===== src/rtl/bpm_pkg.sv =====
package bpm_pkg;
  localparam int ADDR_W      = 16;
  localparam int NUM_EV      = 4;
  localparam int WIDE_IDX    = NUM_EV - 1;
  localparam int LOW_SLICE   = 8;
  localparam int OFF_CTRL    = 'h0000;
  localparam int OFF_ENSET   = 'h0010;
  localparam int OFF_FLAG    = 'h0050;
  localparam int OFF_CYC     = 'h0100;
  localparam int OFF_EVT0    = 'h0110;
  localparam int EVT_STRIDE  = 'h0010;
  localparam int OFF_SEL0    = 'h1000;
  localparam int SEL_STRIDE  = 'h0100;
  localparam int BIT_RUN     = 0;
  localparam int BIT_CLR_CYC = 1;
  localparam int BIT_CLR_EVT = 2;
  localparam int BIT_CYC     = 31;
  localparam logic [2:0] CODE_RD   = 3'd5;
  localparam logic [2:0] CODE_WR   = 3'd6;
  localparam logic [2:0] CODE_BOTH = 3'd7;
endpackage


===== src/rtl/bpm_evt_counter.sv =====
module bpm_evt_counter #(
  parameter int W = 32
) (
  input  logic         clk,
  input  logic         rst,
  input  logic         clr,
  input  logic         run,
  input  logic [2:0]   sel,
  input  logic         rd_beat,
  input  logic         wr_beat,
  output logic [W-1:0] count,
  output logic         wrap
);
  import bpm_pkg::*;
  logic [1:0] inc;
  logic [W:0] sum;

  always_comb begin
    case (sel)
      CODE_RD:   inc = {1'b0, rd_beat};
      CODE_WR:   inc = {1'b0, wr_beat};
      CODE_BOTH: inc = {1'b0, rd_beat} + {1'b0, wr_beat};
      default:   inc = 2'd0;
    endcase
  end

  assign sum  = {1'b0, count} + {{(W-1){1'b0}}, inc};
  assign wrap = run && !clr && sum[W];

  always_ff @(posedge clk) begin
    if (rst || clr) count <= '0;
    else if (run)   count <= sum[W-1:0];
  end
endmodule


===== src/rtl/bpm_cyc_counter.sv =====
module bpm_cyc_counter #(
  parameter int W = 32
) (
  input  logic         clk,
  input  logic         rst,
  input  logic         clr,
  input  logic         run,
  output logic [W-1:0] count,
  output logic         wrap
);
  assign wrap = run && !clr && (&count);

  always_ff @(posedge clk) begin
    if (rst || clr) count <= '0;
    else if (run)   count <= count + 1'b1;
  end
endmodule


===== src/rtl/bpm_readmux.sv =====
module bpm_readmux #(
  parameter int DATA_W = 32,
  parameter int CYC_W  = 32,
  parameter int WIDE_W = 40
) (
  input  logic [bpm_pkg::ADDR_W-1:0]                   addr,
  input  logic                                         run,
  input  logic [bpm_pkg::NUM_EV-1:0]                   en_ev,
  input  logic                                         en_cyc,
  input  logic [bpm_pkg::NUM_EV-1:0]                   fl_ev,
  input  logic                                         fl_cyc,
  input  logic [CYC_W-1:0]                             cyc,
  input  logic [bpm_pkg::NUM_EV-1:0][WIDE_W-1:0]       cnt,
  input  logic [bpm_pkg::NUM_EV-1:0][2:0]              sel,
  output logic [DATA_W-1:0]                            data
);
  import bpm_pkg::*;

  always_comb begin
    data = '0;
    if (addr == ADDR_W'(OFF_CTRL)) begin
      data[BIT_RUN] = run;
    end else if (addr == ADDR_W'(OFF_ENSET)) begin
      data[NUM_EV-1:0] = en_ev;
      data[BIT_CYC]    = en_cyc;
    end else if (addr == ADDR_W'(OFF_FLAG)) begin
      data[NUM_EV-1:0] = fl_ev;
      data[BIT_CYC]    = fl_cyc;
    end else if (addr == ADDR_W'(OFF_CYC)) begin
      data = DATA_W'(cyc);
    end else if (addr == ADDR_W'(OFF_EVT0 + (WIDE_IDX + 1) * EVT_STRIDE)) begin
      data = DATA_W'(cnt[WIDE_IDX][LOW_SLICE-1:0]);
    end
    for (int n = 0; n < NUM_EV; n++) begin
      if (addr == ADDR_W'(OFF_EVT0 + n * EVT_STRIDE)) begin
        if (n == WIDE_IDX) data = DATA_W'(cnt[n] >> LOW_SLICE);
        else               data = DATA_W'(cnt[n]);
      end
      if (addr == ADDR_W'(OFF_SEL0 + n * SEL_STRIDE))
        data = DATA_W'(sel[n]);
    end
  end
endmodule


===== src/rtl/bpm_unit.sv =====
module bpm_unit #(
  parameter int CNT_W  = 32,
  parameter int CYC_W  = 32,
  parameter int DATA_W = 32
) (
  input  logic                       clk,
  input  logic                       rst,
  input  logic                       reg_wr,
  input  logic [bpm_pkg::ADDR_W-1:0] reg_addr,
  input  logic [DATA_W-1:0]          reg_wdata,
  input  logic                       rd_beat,
  input  logic                       wr_beat,
  output logic [DATA_W-1:0]          reg_rdata
);
  import bpm_pkg::*;
  localparam int WIDE_W = CNT_W + LOW_SLICE;

  logic                          run_q, en_cyc_q, fl_cyc_q;
  logic [NUM_EV-1:0]             en_ev_q, fl_ev_q, ev_wrap, w1c_ev;
  logic [NUM_EV-1:0][2:0]        sel_q;
  logic [NUM_EV-1:0][WIDE_W-1:0] cnt_ext;
  logic [CYC_W-1:0]              cyc_q;
  logic                          cyc_wrap;
  logic                          wr_ctrl, wr_enset, wr_flag, clr_cyc, clr_evt;
  logic [DATA_W-1:0]             rd_next;

  assign wr_ctrl  = reg_wr && (reg_addr == ADDR_W'(OFF_CTRL));
  assign wr_enset = reg_wr && (reg_addr == ADDR_W'(OFF_ENSET));
  assign wr_flag  = reg_wr && (reg_addr == ADDR_W'(OFF_FLAG));
  assign clr_cyc  = wr_ctrl && reg_wdata[BIT_CLR_CYC];
  assign clr_evt  = wr_ctrl && reg_wdata[BIT_CLR_EVT];
  assign w1c_ev   = wr_flag ? reg_wdata[NUM_EV-1:0] : '0;

  bpm_cyc_counter #(.W(CYC_W)) u_cyc (
    .clk(clk), .rst(rst), .clr(clr_cyc), .run(run_q && en_cyc_q),
    .count(cyc_q), .wrap(cyc_wrap)
  );

  for (genvar g = 0; g < NUM_EV; g++) begin : g_ch
    if (g == WIDE_IDX) begin : g_wide
      logic [WIDE_W-1:0] c;
      bpm_evt_counter #(.W(WIDE_W)) u_cnt (
        .clk(clk), .rst(rst), .clr(clr_evt), .run(run_q && en_ev_q[g]),
        .sel(sel_q[g]), .rd_beat(rd_beat), .wr_beat(wr_beat),
        .count(c), .wrap(ev_wrap[g])
      );
      assign cnt_ext[g] = c;
    end else begin : g_norm
      logic [CNT_W-1:0] c;
      bpm_evt_counter #(.W(CNT_W)) u_cnt (
        .clk(clk), .rst(rst), .clr(clr_evt), .run(run_q && en_ev_q[g]),
        .sel(sel_q[g]), .rd_beat(rd_beat), .wr_beat(wr_beat),
        .count(c), .wrap(ev_wrap[g])
      );
      assign cnt_ext[g] = WIDE_W'(c);
    end
  end

  always_ff @(posedge clk) begin
    if (rst) begin
      run_q    <= 1'b0;
      en_ev_q  <= '0;
      en_cyc_q <= 1'b0;
      sel_q    <= '0;
      fl_ev_q  <= '0;
      fl_cyc_q <= 1'b0;
    end else begin
      if (wr_ctrl) run_q <= reg_wdata[BIT_RUN];
      if (wr_enset) begin
        en_ev_q  <= en_ev_q | reg_wdata[NUM_EV-1:0];
        en_cyc_q <= en_cyc_q | reg_wdata[BIT_CYC];
      end
      for (int n = 0; n < NUM_EV; n++)
        if (reg_wr && reg_addr == ADDR_W'(OFF_SEL0 + n * SEL_STRIDE))
          sel_q[n] <= reg_wdata[2:0];
      fl_ev_q  <= (fl_ev_q & ~w1c_ev & ~{NUM_EV{clr_evt}}) | ev_wrap;
      fl_cyc_q <= (fl_cyc_q && !(wr_flag && reg_wdata[BIT_CYC]) && !clr_cyc) || cyc_wrap;
    end
  end

  bpm_readmux #(.DATA_W(DATA_W), .CYC_W(CYC_W), .WIDE_W(WIDE_W)) u_mux (
    .addr(reg_addr), .run(run_q), .en_ev(en_ev_q), .en_cyc(en_cyc_q),
    .fl_ev(fl_ev_q), .fl_cyc(fl_cyc_q), .cyc(cyc_q), .cnt(cnt_ext),
    .sel(sel_q), .data(rd_next)
  );

  always_ff @(posedge clk) begin
    if (rst) reg_rdata <= '0;
    else     reg_rdata <= rd_next;
  end
endmodule


===== config.mk =====
export PLATFORM = sky130hd
export DESIGN_NAME = bpm_unit
export DESIGN_NICKNAME = d
export VERILOG_FILES = /design/src/rtl/bpm_pkg.sv /design/src/rtl/bpm_evt_counter.sv /design/src/rtl/bpm_cyc_counter.sv /design/src/rtl/bpm_readmux.sv /design/src/rtl/bpm_unit.sv
export SDC_FILE = /design/constraint.sdc
export NUM_CORES = 1
export LEC_CHECK = 0
export BUFFER_PORTS_ARGS = -buffer_cell sky130_fd_sc_hd__buf_2
export CAP_MARGIN = 10
export CELL_PAD_IN_SITES_DETAIL_PLACEMENT = 0
export CELL_PAD_IN_SITES_GLOBAL_PLACEMENT = 1
export CORE_MARGIN = 5
export CORE_UTILIZATION = 51
export CTS_BUF_LIST = sky130_fd_sc_hd__clkbuf_4
export CTS_CLUSTER_SIZE = 8
export DETAILED_ROUTE_END_ITERATION = 8
export PLACE_DENSITY_LB_ADDON = 0.1
export SYNTH_ARGS = -nofsm -noshare
export SYNTH_HDL_FRONTEND = slang
export SYNTH_SLANG_ARGS = --single-unit

===== constraint.sdc =====
create_clock -name clk -period 5.3 [get_ports clk]
set_input_delay 0.53 -clock clk [delete_from_list [all_inputs] [get_ports clk]]
set_output_delay 0.53 -clock clk [all_outputs]
set_load 0.02 [all_outputs]

### Yosys cells after proc, flatten, opt, wreduce, memory -nomap -nowiden

Cells that the tools add are included.

* output and inout bits: 32
* register bits after elaboration: 223
* word-level logic and storage cells: 112
* input port bits: 53

* reduce and logical (&&, ||, !) cells: 36
* eq/ne operators: 24
* bitwise logic cells: 7
* muxes and demuxes: 23
* $add $sub $neg: 6

Operators by type and width (count)
* $mux 32: 8
* $add 32x2->33: 3
* $eq 16x9->1 const B: 6
* $eq 16x13->1 const B: 4
* $mux 27: 2
* $add 40x2->41: 1
* $eq 3x3->1 const B: 12
* $add 32x1->32 const B: 1
* $reduce_and 32->1: 1
* $mux 31: 1
* $logic_and 1x1->1: 27
* $pmux 2 s3: 4
* $eq 16x5->1 const B: 1
* $eq 16x7->1 const B: 1
* $logic_not 16->1: 1
* $mux 4: 3
* $and 4x4->4: 2
* $mux 8: 1
* $not 4->4: 2
* $or 4x4->4: 2
* $logic_not 1->1: 3
* $logic_or 1x1->1: 3
* $mux 1: 3
* $mux 3: 1
* other kinds (3): 3

### Longest topological paths before layout

Gate-level depths: netlist of run 1.

* depth after elaboration: 14
* depth in mapped cells: 14
* mapped depth without buffers: 13

### Cells and area by module

A second synthesis of run 1 with hierarchy kept.

* cells, all modules: 1460
* area total of the unflattened synthesis: 12435.7 um^2

By module, submodules not included
* bpm_evt_counter at g_ch[0].g_norm.u_cnt ...: area an instance 1750.4 um^2, instances 2, sequential area each 640.6 um^2, cells each 200
* bpm_evt_counter at g_ch[3].g_wide.u_cnt: area an instance 2063.2 um^2, instances 1, sequential area each 800.8 um^2, cells each 242
* bpm_unit: area an instance 1990.7 um^2, instances 1, sequential area each 1101.1 um^2, cells each 196
* bpm_evt_counter at g_ch[2].g_norm.u_cnt: area an instance 1680.4 um^2, instances 1, sequential area each 640.6 um^2, cells each 197
* bpm_readmux: area an instance 1672.9 um^2, instances 1, sequential area each 0.0 um^2, cells each 249
* bpm_cyc_counter: area an instance 1527.7 um^2, instances 1, sequential area each 640.6 um^2, cells each 176

### Worst setup path before layout of run 1

Ideal clock, no wire load.

* kind: in2reg
* start: in rd_beat
* end: reg g_ch[2].g_norm.u_cnt.count[28]
* cell stages on the path: 14
* library setup time: 0.128 ns
* slack: 1.964 ns
* buffers on the path: 1
* data arrival time: 3.208 ns
* cell sequence: ha_1 -> mux2_2 -> nand2_1 -> o21ai_0 -> and2_1 -> ha_1 -> inv_1 -> fa_1 -> or4_1 -> clkbuf_1 -> nor4_2 -> nand3_1 -> xor2_1 -> nor2_1

* longest elaborated chain between the ends: 3

RTL lines
* start, declared: line bpm_unit.sv:11 `input logic rd_beat,`
* $add 1x1->2: line bpm_evt_counter.sv:22 `CODE_BOTH: inc = {1'b0, rd_beat} + {1'b0, wr_beat};`
* $pmux 2 s3 *: line bpm_evt_counter.sv:19 `case (sel)`
* $add 32x2->33 *: line bpm_evt_counter.sv:27 `assign sum = {1'b0, count} + {{(W-1){1'b0}}, inc};`
* end signal, assigned: line bpm_evt_counter.sv:32 `else if (run) count <= sum[W-1:0];`
* end, declared: line bpm_evt_counter.sv:11 `output logic [W-1:0] count,`

Mark *: on every way between the ends. The rest lies on a longest branch, timed or not.
A chain may end at the register's enable or synchronous reset.

### Worst setup path after layout of run 1

* start: reg sel_q[7] in the netlist's numbering
* end: reg g_ch[2].g_norm.u_cnt.count[28]

* longest elaborated chain between the ends: 3
* elaborated cells between the ends (all ways): 5
* classes of those cells: add/sub: 1; eq/ne: 3; mux: 1

RTL lines
* start, declared: line bpm_unit.sv:20 `logic [NUM_EV-1:0][2:0] sel_q;`
* start signal, assigned by index: line bpm_unit.sv:75 `sel_q[n] <= reg_wdata[2:0];`
* $eq 3x3->1: line bpm_evt_counter.sv:19
* $pmux 2 s3 *: line bpm_evt_counter.sv:19
* $add 32x2->33 *: line bpm_evt_counter.sv:27

Marked as above.

==> results of run 1 <==
cells by family (layout without fill, tap and decap cells):
family                   Yosys count  count (layout)  synth area share [%]
flip-flops                       223             223                  41.6
other                              0               2                     0
AO/OA/AOI/OAI                    190             190                  12.0
buffers and inverters             78             203                  3.59
AND/OR/NAND/NOR                  580             580                  27.3
XOR/XNOR                         150             150                  12.2
multiplexers                      13              13                  1.26
adder cells (fa/ha/maj)           14              14                  1.91
how the worst max path moves through the flow:
stage	to	slack, ns	startpoint	cells past startpoint
final	g_ch[2].g_norm.u_cnt.count[28]	1.85	sel_q[7]	13
after global routing	g_ch[2].g_norm.u_cnt.count[28]	1.69	sel_q[7]	13
after CTS	g_ch[2].g_norm.u_cnt.count[28]	1.87	sel_q[7]	13
after detailed placement	g_ch[2].g_norm.u_cnt.count[28]	1.29	wr_beat	15
after global placement	g_ch[2].g_norm.u_cnt.count[30]	1.33	wr_beat	15
after floorplan	g_ch[2].g_norm.u_cnt.count[28]	1.96	rd_beat	14
layout make-up:
class | instances | share of cell area, %
Antenna cell | 2 | 0.0417
Clock buffer | 93 | 5.81
Clock inverter | 15 | 0.739
Inverter | 22 | 0.687
Multi-Input combinational cell | 947 | 49.3
Sequential cell | 223 | 37.2
Tap cell | 275 | 2.86
Timing Repair Buffer | 73 | 3.37
metal layers:
layer | up-vias | GRT usage, % | routed length [microns]
met5 | - | 0 | 0
met1 | 4547 | 37.0 | 14400
li1 | 4658 | - | -
met3 | 57 | 4.59 | 2230
met4 | 0 | 7.78 | 736
met2 | 339 | 37.3 | 13200
sequential cells by signal, indices dropped and copies added (netlist names):
register / count
sel_q: 12
reg_rdata: 32
run_q: 1
en_cyc_q: 1
g_ch.g_norm.u_cnt.count: 96
en_ev_q: 4
g_ch.g_wide.u_cnt.count: 40
fl_cyc_q: 1
fl_ev_q: 4
u_cyc.count: 32
stage by stage:
step / worst slack, ns / std cells / hold slack (ns)
2_1_floorplan: 1.96 / 1248 / 0.443
3_3_place_gp: 1.33 / 1540 / 0.454
3_5_place_dp: 1.29 / 1540 / 0.460
4_1_cts: 1.87 / 1648 / 0.0942
5_1_grt: 1.69 / 1650 / 0.153
6_report: 1.85 / 1650 / 0.134
worst min-delay path: stages:
cell and delay, ns:
buf_2 0.10, a21oi_1 0.06, nor2_1 0.07
power groups by stage:
| stage | sequential (mW) | combinational (mW) | clock (mW) |
|---|---|---|---|
| final | 1.68 | 0.0849 | 1.56 |
| after global routing | 1.67 | 0.0920 | 1.70 |
| after CTS | 1.68 | 0.0845 | 1.61 |
| after detailed placement | 1.71 | 0.0842 | 0 |
| after global placement | 1.71 | 0.0840 | 0 |
| after floorplan | 1.71 | 0.0524 | 0 |
cell usage in the layout, fill, tap and decap left out, types with 22 or more instances in the layout:
cell type / n
a21oi_1: 73
a22oi_1: 25
o21ai_0: 23
nand4_1: 37
clkbuf_4: 93
inv_1: 22
and4_1: 23
buf_2: 57
nor2_1: 205
nand2_1: 94
xor2_1: 101
nand3_1: 94
and3_1: 30
a222oi_1: 24
dfxtp_1: 223
xnor2_1: 49
==> metrics, run 1 <==
violation count after the first detailed-route iteration 1032; residual DRC count 0; I/O pin count 85; most instantiated flip-flop cell in the synthesis netlist dfxtp_1; detailed placer's ending HPWL 21600 microns; summed area of non-filler cells in the final layout 0.0120 sq mm; net switching power of the design about 790 uW; wire length of the first global-routing pass 48600 microns; initial antenna violation count 1; final-report hold violation count 0; relative contribution of combinational cells to total power 2.6%; hold buffer count at cts 0; synthesis-to-layout area growth 12.0%; result of the run completed; cell taking the most area after synthesis dfxtp_1; aggregate negative setup slack 0 ns; aggregate routed wire length between 30000 and 40000 microns; total of fill cells in the finished design 2011; switching share of total power 23.7%; H-Tree Level Count 2; capture instance of the worst register-to-register path g_ch[2].g_norm.u_cnt.count[28]; post-CTS setup buffers 0; Post-synth EDFFs 0; total nets after synthesis 1315; critical hold path startpoint reg_wdata[31]; post-synthesis instance area 0.0107 sq mm; post-cts sizing count 0; drt pass-1 iters 7; post-synthesis cell count 1248; Slew HR 25.7%; start of the worst register-to-register path sel_q[7]; PortBufs 57; area share of the largest cell type after synthesis 41.6%; pwr dens roughly 280 mW/mm^2; highest ir drop seen on vdd 177 uV; post-detailed-route wirelength per cell 18.5 microns; die outline width 155 microns; internal cell power 2.54 mW; f_max 0.290 GHz; worst min path class input port to register; Post-Route Skew 0.0356 ns; GR Util All Layers 25.1%; vertical extent of the die 155 microns; share of post-route cells with drive strength above 1 14.9%; async set-reset flop share out of synthesis 0%; most instantiated library cell after synthesis dfxtp_1; Worst Path Required 5.88 ns; initial cell density of the core 51.4%; Area after DPL around 0.011 sq mm; delay of the slowest cell on the worst path approximately 0.67 ns; hold path cells 3; Root Driver clkbuf_4; unrepaired setup endpoints after global routing no; max-cap check violation count 0; area of the multi-input gates 0.00593 sq mm; RD Place Congestion a little over 0.9; critical path type register to register; actual slew at the worst max-slew pin 1.10 ns; flip-flop and latch count after synthesis between 200 and 250; family with the most delay on the worst path simple AND/OR/NAND/NOR gates; number of antenna-violating nets in the routed design 0; sequential group share of total power 50.4%; clock latency on the worst-skew pair 0.69 ns; largest net degree at the start of global routing 71; ordered cell list for the critical path mux2_2, nand2_1, o21ai_0, and2_1, ha_1, inv_1, fa_1, or4_1, buf_4, nor4_2, nand3_1, xor2_1, nor2_1; Warnings, synthesis 0; post-layout net count 1395; WHS Endpoint en_cyc_q; total congestion overflow after global routing 0; Finish-stage setup viols 0; clock slew seen by the registers of the worst setup and hold paths 0.06 ns; DIE AREA 0.0240 sq mm; CTS Buf Count ~60; Core Area 0.0209 sq mm; post-route clock period utilization 65.0%; fraction of the yosys area taken by sequential cells 41.6%; number of global-route vias before repair 8878; overall power after layout 3.32 mW; top fanout value on the critical path 7; power share of the clock group 47.0%; critical path capture point type register; worst path bufs/invs 2; Worst R2R Setup Slack 1.85 ns; via count of the routed design slightly below 10000; reported leakage power ~4.3 nW; Layout Utilization 57.5%; final max-slew violation count 0; crit path max-delay cell type nor4_2; clock tree from TritonCTS done; final critical delay including setup and external delays ~3.4 ns; number of sinks handled by clock tree synthesis 223; cells taking the most area after synthesis dfxtp_1, xor2_1, nor2_1; register area 0.00446 sq mm; reg2reg path depth 13; top cells by instance count after synthesis dfxtp_1, nor2_1, xor2_1; Synth cell types 67; via-per-instance ratio 5.82; Core Rows 53; crit path launch type register; CP arrival approximately 4.0 ns; clock tree buffer depth 3; synthesized area divided by synthesized cell count 8.60 sq um
Note: power is estimated with default switching activity, not from simulation.
==> inputs of run 2 (changes only) <==
Settings changed: CORE_UTILIZATION 51 to 47.
Clock period 5.3 ns to 3.4 ns, I/O delays scaled along.
==> run 2 against run 1 <==
Global-route usage shrank 1.6 points. Critical path depth is the same. Clock power grew 52%. Core utilization shrank 3.1 points. Critical path type unchanged. Highest routed layer unchanged.
==> metrics, run 2 (synthesis results as in run 1) <==
H-Tree Level Count 2 (unchanged); detailed placer's ending HPWL 22300 microns (+3.2%); Finish-stage setup viols 0 (unchanged); die outline width 161 microns (+3.9%); aggregate routed wire length 31100 microns (+1.9%); post-detailed-route wirelength per cell 18.4 microns (-0.62%); DIE AREA 0.0260 sq mm (+8.0%); GR Util All Layers 23.5% (-1.6 points); final max-slew violation count 0 (unchanged); register area 0.00446 sq mm (unchanged); critical path type register to register; residual DRC count 0 (unchanged); f_max 0.326 GHz (+12%); Worst R2R Setup Slack 0.34 ns (-1.52 ns); via count of the routed design 9565 (-0.37%); clock tree from TritonCTS done; Slew HR 45.9% (+20 points); post-cts sizing count 0 (unchanged); vertical extent of the die 161 microns (+3.9%); worst min path class input port to register; max FFs per register 96 (unchanged); synthesis-to-layout area growth 14.6%; clock latency on the worst-skew pair 0.69 ns (about the same); area of the multi-input gates 0.00593 sq mm (unchanged); RD Place Congestion 0.910 (-0.67%); PortBufs 57 (unchanged); share of post-route cells with drive strength above 1 16.1% (+1.3 points); post-route clock period utilization 90.1% (+25 points); critical path capture point type register; pwr dens 417 mW/mm^2 (+51%); final-report hold violation count 0 (unchanged); crit path launch type register; result of the run completed; reported leakage power 4.49 nW (+3.6%); number of global-route vias before repair 8907 (+0.33%); aggregate negative setup slack 0 ns (unchanged); I/O pin count 85 (unchanged); Core Area 0.0226 sq mm (+8.1%); commonest cells after routing, fill and taps aside dfxtp_1, nor2_1, xor2_1; clock slew seen by the registers of the worst setup and hold paths 0.07 ns (about the same); via-per-instance ratio 5.65 (-2.8%); Root Driver clkbuf_4; most common library cell in the layout ignoring fill and taps dfxtp_1; highest ir drop seen on vdd 232 uV (+31%); Core Rows 55 (+3.8%); largest net degree at the start of global routing 83 (+17%); actual slew at the worst max-slew pin 0.791 ns (-0.313 ns); total of fill cells in the finished design 2245 (+12%); number of sinks handled by clock tree synthesis 223 (unchanged); total congestion overflow after global routing 0 (unchanged); CTS Buf Count 60 (-1.6%); most flop-heavy register g_ch.g_norm.u_cnt.count; initial antenna violation count 1 (unchanged); post-CTS setup buffers 0 (unchanged); drt pass-1 iters 9 (+2); final critical delay including setup and external delays 3.06 ns (-0.382 ns); number of antenna-violating nets in the routed design 0 (unchanged); top fanout value on the critical path 5 (-2); CP arrival 3.60 ns (-0.42 ns); overall power after layout 5.13 mW (+54%); initial cell density of the core 47.5% (-3.8 points); unrepaired setup endpoints after global routing no; post-layout net count 1426 (+2.2%); Post-Route Skew 0.0476 ns (+0.0120 ns); clock tree buffer depth 3 (unchanged); wire length of the first global-routing pass 49200 microns (+1.1%); hold buffer count at cts 5 (+5); violation count after the first detailed-route iteration 738 (-28%); largest registers g_ch.g_norm.u_cnt.count: 96 flops, g_ch.g_wide.u_cnt.count: 40 flops; Worst Path Required 3.94 ns (-1.94 ns); max-cap check violation count 0 (unchanged)
-- run 2: cell types whose count changed in the layout (fill, tap and decap cells not counted), moves of 3 or more --
| cell | previous run | this run |
|---|---|---|
| buf_12 | 0 | 3 |
| buf_4 | 16 | 40 |
| clkbuf_4 | 93 | 84 |
| clkinv_1 | 11 | 16 |
| clkinv_2 | 1 | 7 |
| dlygate4sd3_1 | 0 | 5 |
-- run 2: power by group --
group | total (mW) | switching, mW | internal, mW
Combinational | 0.146 | 0.103 | 0.0437
Clock | 2.37 | 1.15 | 1.22
Sequential | 2.61 | 0.00000342 | 2.61
-- run 2: metrics by stage --
stage | hold slack (ns) | area [sq um] | std cells | setup WS [ns] | utilization, %
finish | 0.0849 | 12300 | 1692 | 0.337 | 54.5
global route | 0.0514 | 12300 | 1692 | 0.124 | 54.5
CTS | 0.0234 | 12300 | 1691 | 0.308 | 54.5
detailed placement | 0.476 | 11500 | 1577 | 0.0291 | 50.8
global placement | 0.465 | 11500 | 1577 | 0.0583 | 50.8
floorplan | 0.443 | 10700 | 1248 | 0.254 | -
-- run 2: layout make-up --
type / count / share of cell area, %
timing repair buffer: 105 / 5.66
antenna: 1 / 0.0204
clock inverter: 25 / 1.09
clock buffer: 84 / 5.13
multi-input combinational: 947 / 48.2
tap: 285 / 2.90
inverter: 22 / 0.672
sequential: 223 / 36.3
-- run 2: routing by layer --
layer  GRT usage, %  up-vias  share of wire, %
met5              0        -                 0
met4           6.90        0               2.3
met3           4.13       54               5.9
met2           35.2      261                43
met1           34.7     4546                49
li1               -     4704                 -
-- run 2: critical path, stage by stage, from the launching register on --
cell and delay (ns):
dfxtp_1 0.41, mux2_2 0.18, nand2_1 0.04, o21ai_0 0.06
and2_1 0.15, ha_1 0.16, inv_1 0.05, fa_1 0.39
or4_1 0.70, nor4_2 0.32, buf_4 0.18, nand3_1 0.09
xor2_1 0.14, nor2_1 0.05
-- run 2: final timing paths --
path | endpoint | cells after the start | from
setup reg to reg | g_ch[2].g_norm.u_cnt.count[30] | 13 | sel_q[7]
setup / recovery | g_ch[2].g_norm.u_cnt.count[30] | 13 | sel_q[7]
hold / removal | sel_q[0] | 3 | reg_wr
hold reg to reg | fl_ev_q[2] | 2 | fl_ev_q[2]
==> inputs of run 3 (changes only) <==
Settings changed: CORE_UTILIZATION 47 to 41.
==> run 3 against run 2 <==
Global-route usage shrank 1.2 points. First-iteration DRC count grew 17%. Sequential cell count is the same. Count of clock-buffer cells in the layout grew 15. The run now ends with design-rule violations left. Setup slack lost 0.042 ns. Critical path type unchanged. Final area grew 1.5%. Via count grew 0.23%. Core utilization shrank 6.3 points. Clock skew shrank 0.0054 ns.
==> metrics, run 3 (synthesis results as in run 1) <==
result of the run complete, but fails checks; failing checks design-rule violations; final-report hold violation count 0 (unchanged); total congestion overflow after global routing 0 (unchanged); clock tree buffer depth 3 (unchanged); final max-slew violation count 0 (unchanged); power share of the clock group 46.6% (+0.3 points); most flop-heavy register g_ch.g_norm.u_cnt.count; post-detailed-route wirelength per cell 18.6 microns (+1.4%); post-CTS setup buffers 0 (unchanged); internal cell power 3.96 mW (+2.2%); PortBufs 57 (unchanged); clock slew seen by the registers of the worst setup and hold paths 0.07 ns (about the same); net switching power of the design 1.22 mW (-2.4%); Layout Utilization 48.1% (-6.3 points); reported leakage power 4.54 nW (+1.3%); unrepaired setup endpoints after global routing no; highest ir drop seen on vdd 244 uV (+5.1%); placed instance count 1630 (+3.4%); max FFs per register 96 (unchanged); worst min path class input port to register; Non-Filler Instances 1750 (+3.4%); GR Util All Layers 22.3% (-1.2 points); initial antenna violation count 1 (unchanged); most common library cell in the layout ignoring fill and taps dfxtp_1; drt pass-1 iters 9 (unchanged); post-layout net count 1433 (+0.49%); clock tree from TritonCTS done; Area after DPL 0.0116 sq mm (+1.1%); Core Rows 59 (+7.3%); delay of the slowest cell on the worst path 0.69 ns (about the same); pwr dens 416 mW/mm^2 (-0.37%); via-per-instance ratio 5.48 (-3.1%); sequential group share of total power 50.3% (-0.6 points); crit path max-delay cell type or4_1; worst path bufs/invs 2 (unchanged); Post-Route Skew 0.0422 ns (-0.00535 ns); number of antenna-violating nets in the routed design 0 (unchanged); aggregate routed wire length 32600 microns (+4.9%); vertical extent of the die 172 microns (+6.6%); Slew HR 41.9% (-4.0 points); number of sinks handled by clock tree synthesis 223 (unchanged); final critical delay including setup and external delays 3.11 ns (+0.0420 ns); Root Driver clkbuf_4; Worst Path Required 3.95 ns (about the same); critical path capture point type register; actual slew at the worst max-slew pin 0.849 ns (+0.0583 ns); share of post-route cells with drive strength above 1 16.9% (+0.77 points); largest registers g_ch.g_norm.u_cnt.count: 96 flops, g_ch.g_wide.u_cnt.count: 40 flops; post-route clock period utilization 91.3% (+1.2 points); I/O pin count 85 (unchanged); family with the most delay on the worst path simple AND/OR/NAND/NOR gates; top fanout value on the critical path 5 (unchanged); Finish-stage setup viols 0 (unchanged); number of global-route vias before repair 9140 (+2.6%); die outline width 172 microns (+6.6%); critical path type register to register; CTS Buf Count 61 (+1.7%); detailed placer's ending HPWL 23600 microns (+5.6%); DIE AREA 0.0295 sq mm (+14%); synthesis-to-layout area growth 16.3%; Core Area 0.0259 sq mm (+15%); H-Tree Level Count 2 (unchanged); largest net degree at the start of global routing 49 (-41%); RD Place Congestion 0.831 (-8.7%); clock latency on the worst-skew pair 0.69 ns (about the same); residual DRC count 1 (+1); CP arrival 3.66 ns (+0.06 ns); crit path launch type register; switching share of total power 23.6% (-0.84 points); wire length of the first global-routing pass 51600 microns (+4.9%); commonest cells after routing, fill and taps aside dfxtp_1, nor2_1, xor2_1; violation count after the first detailed-route iteration 861 (+17%); relative contribution of combinational cells to total power 3.0% (about the same); ordered cell list for the critical path mux2_2, nand2_1, o21ai_0, and2_1, ha_1, inv_1, fa_1, or4_1, nor4_2, buf_4, nand3_1, xor2_1, nor2_1; summed area of non-filler cells in the final layout 0.0125 sq mm (+1.5%); max-cap check violation count 0 (unchanged); initial cell density of the core 41.4% (-6.1 points); f_max 0.322 GHz (-1.4%); via count of the routed design 9587 (+0.23%); aggregate negative setup slack 0 ns (unchanged)
==> run 3: worst paths after layout <==
kind                            startpoint                              to  slack, ns  cells after the start
worst min-delay path                   rst                        sel_q[9]       0.09                      2
worst min register to register  fl_ev_q[1]                      fl_ev_q[1]       0.49                      2
worst max register to register    sel_q[7]  g_ch[2].g_norm.u_cnt.count[26]       0.29                     13
worst max-delay path              sel_q[7]  g_ch[2].g_norm.u_cnt.count[26]       0.29                     13
==> run 3: stage by stage <==
step           power, mW  setup WS, ns  hold slack [ns]
3_5_place_dp        2.82        0.0442            0.478
4_1_cts             5.28         0.287           0.0235
2_1_floorplan       2.75         0.254            0.443
3_3_place_gp        2.82        0.0377            0.467
5_1_grt             5.42        0.0827           0.0577
6_report            5.19         0.295           0.0864
==> run 3: layout make-up <==
type	instances	area, sq um
clock inverter	11	42.5
tap	335	419
antenna	2	5.00
timing repair buffer	111	786
inverter	22	82.6
sequential	223	4460
clock buffer	99	743
multi-input combinational	947	5930
fill	2672	13400
==> run 3: power groups by stage <==
stage                     clock (mW)  combinational (mW)  sequential [mW]
after detailed placement           0               0.153             2.67
after global placement             0               0.152             2.67
final                           2.42               0.157             2.61
after CTS                       2.51               0.159             2.61
after floorplan                    0              0.0817             2.67
after global routing            2.64               0.171             2.61
==> run 3: worst register-to-register path: cells and delay by family, from the launching register on <==
family | cells | cell delay [ns]
compound gates | 1 | 0.06
xor+xnor | 1 | 0.15
fa+ha+maj | 2 | 0.57
buf+inv | 2 | 0.24
flops | 1 | 0.41
mux | 1 | 0.18
simple gates | 6 | 1.36
==> run 3: routing by layer <==
layer  track usage [%]  part of all wire [%]
met1              33.3                    49
met2              33.2                    43
met3              3.19                   5.2
met4              7.25                   2.7
met5                 0                     0
==> run 3: what timing repair did <==
| action | 4_1_cts | 5_1_grt |
|---|---|---|
| endpoints found under the hold margin | 18 | 0 |
| hold buffers | 8 | 0 |
| resized for setup | 0 | 0 |
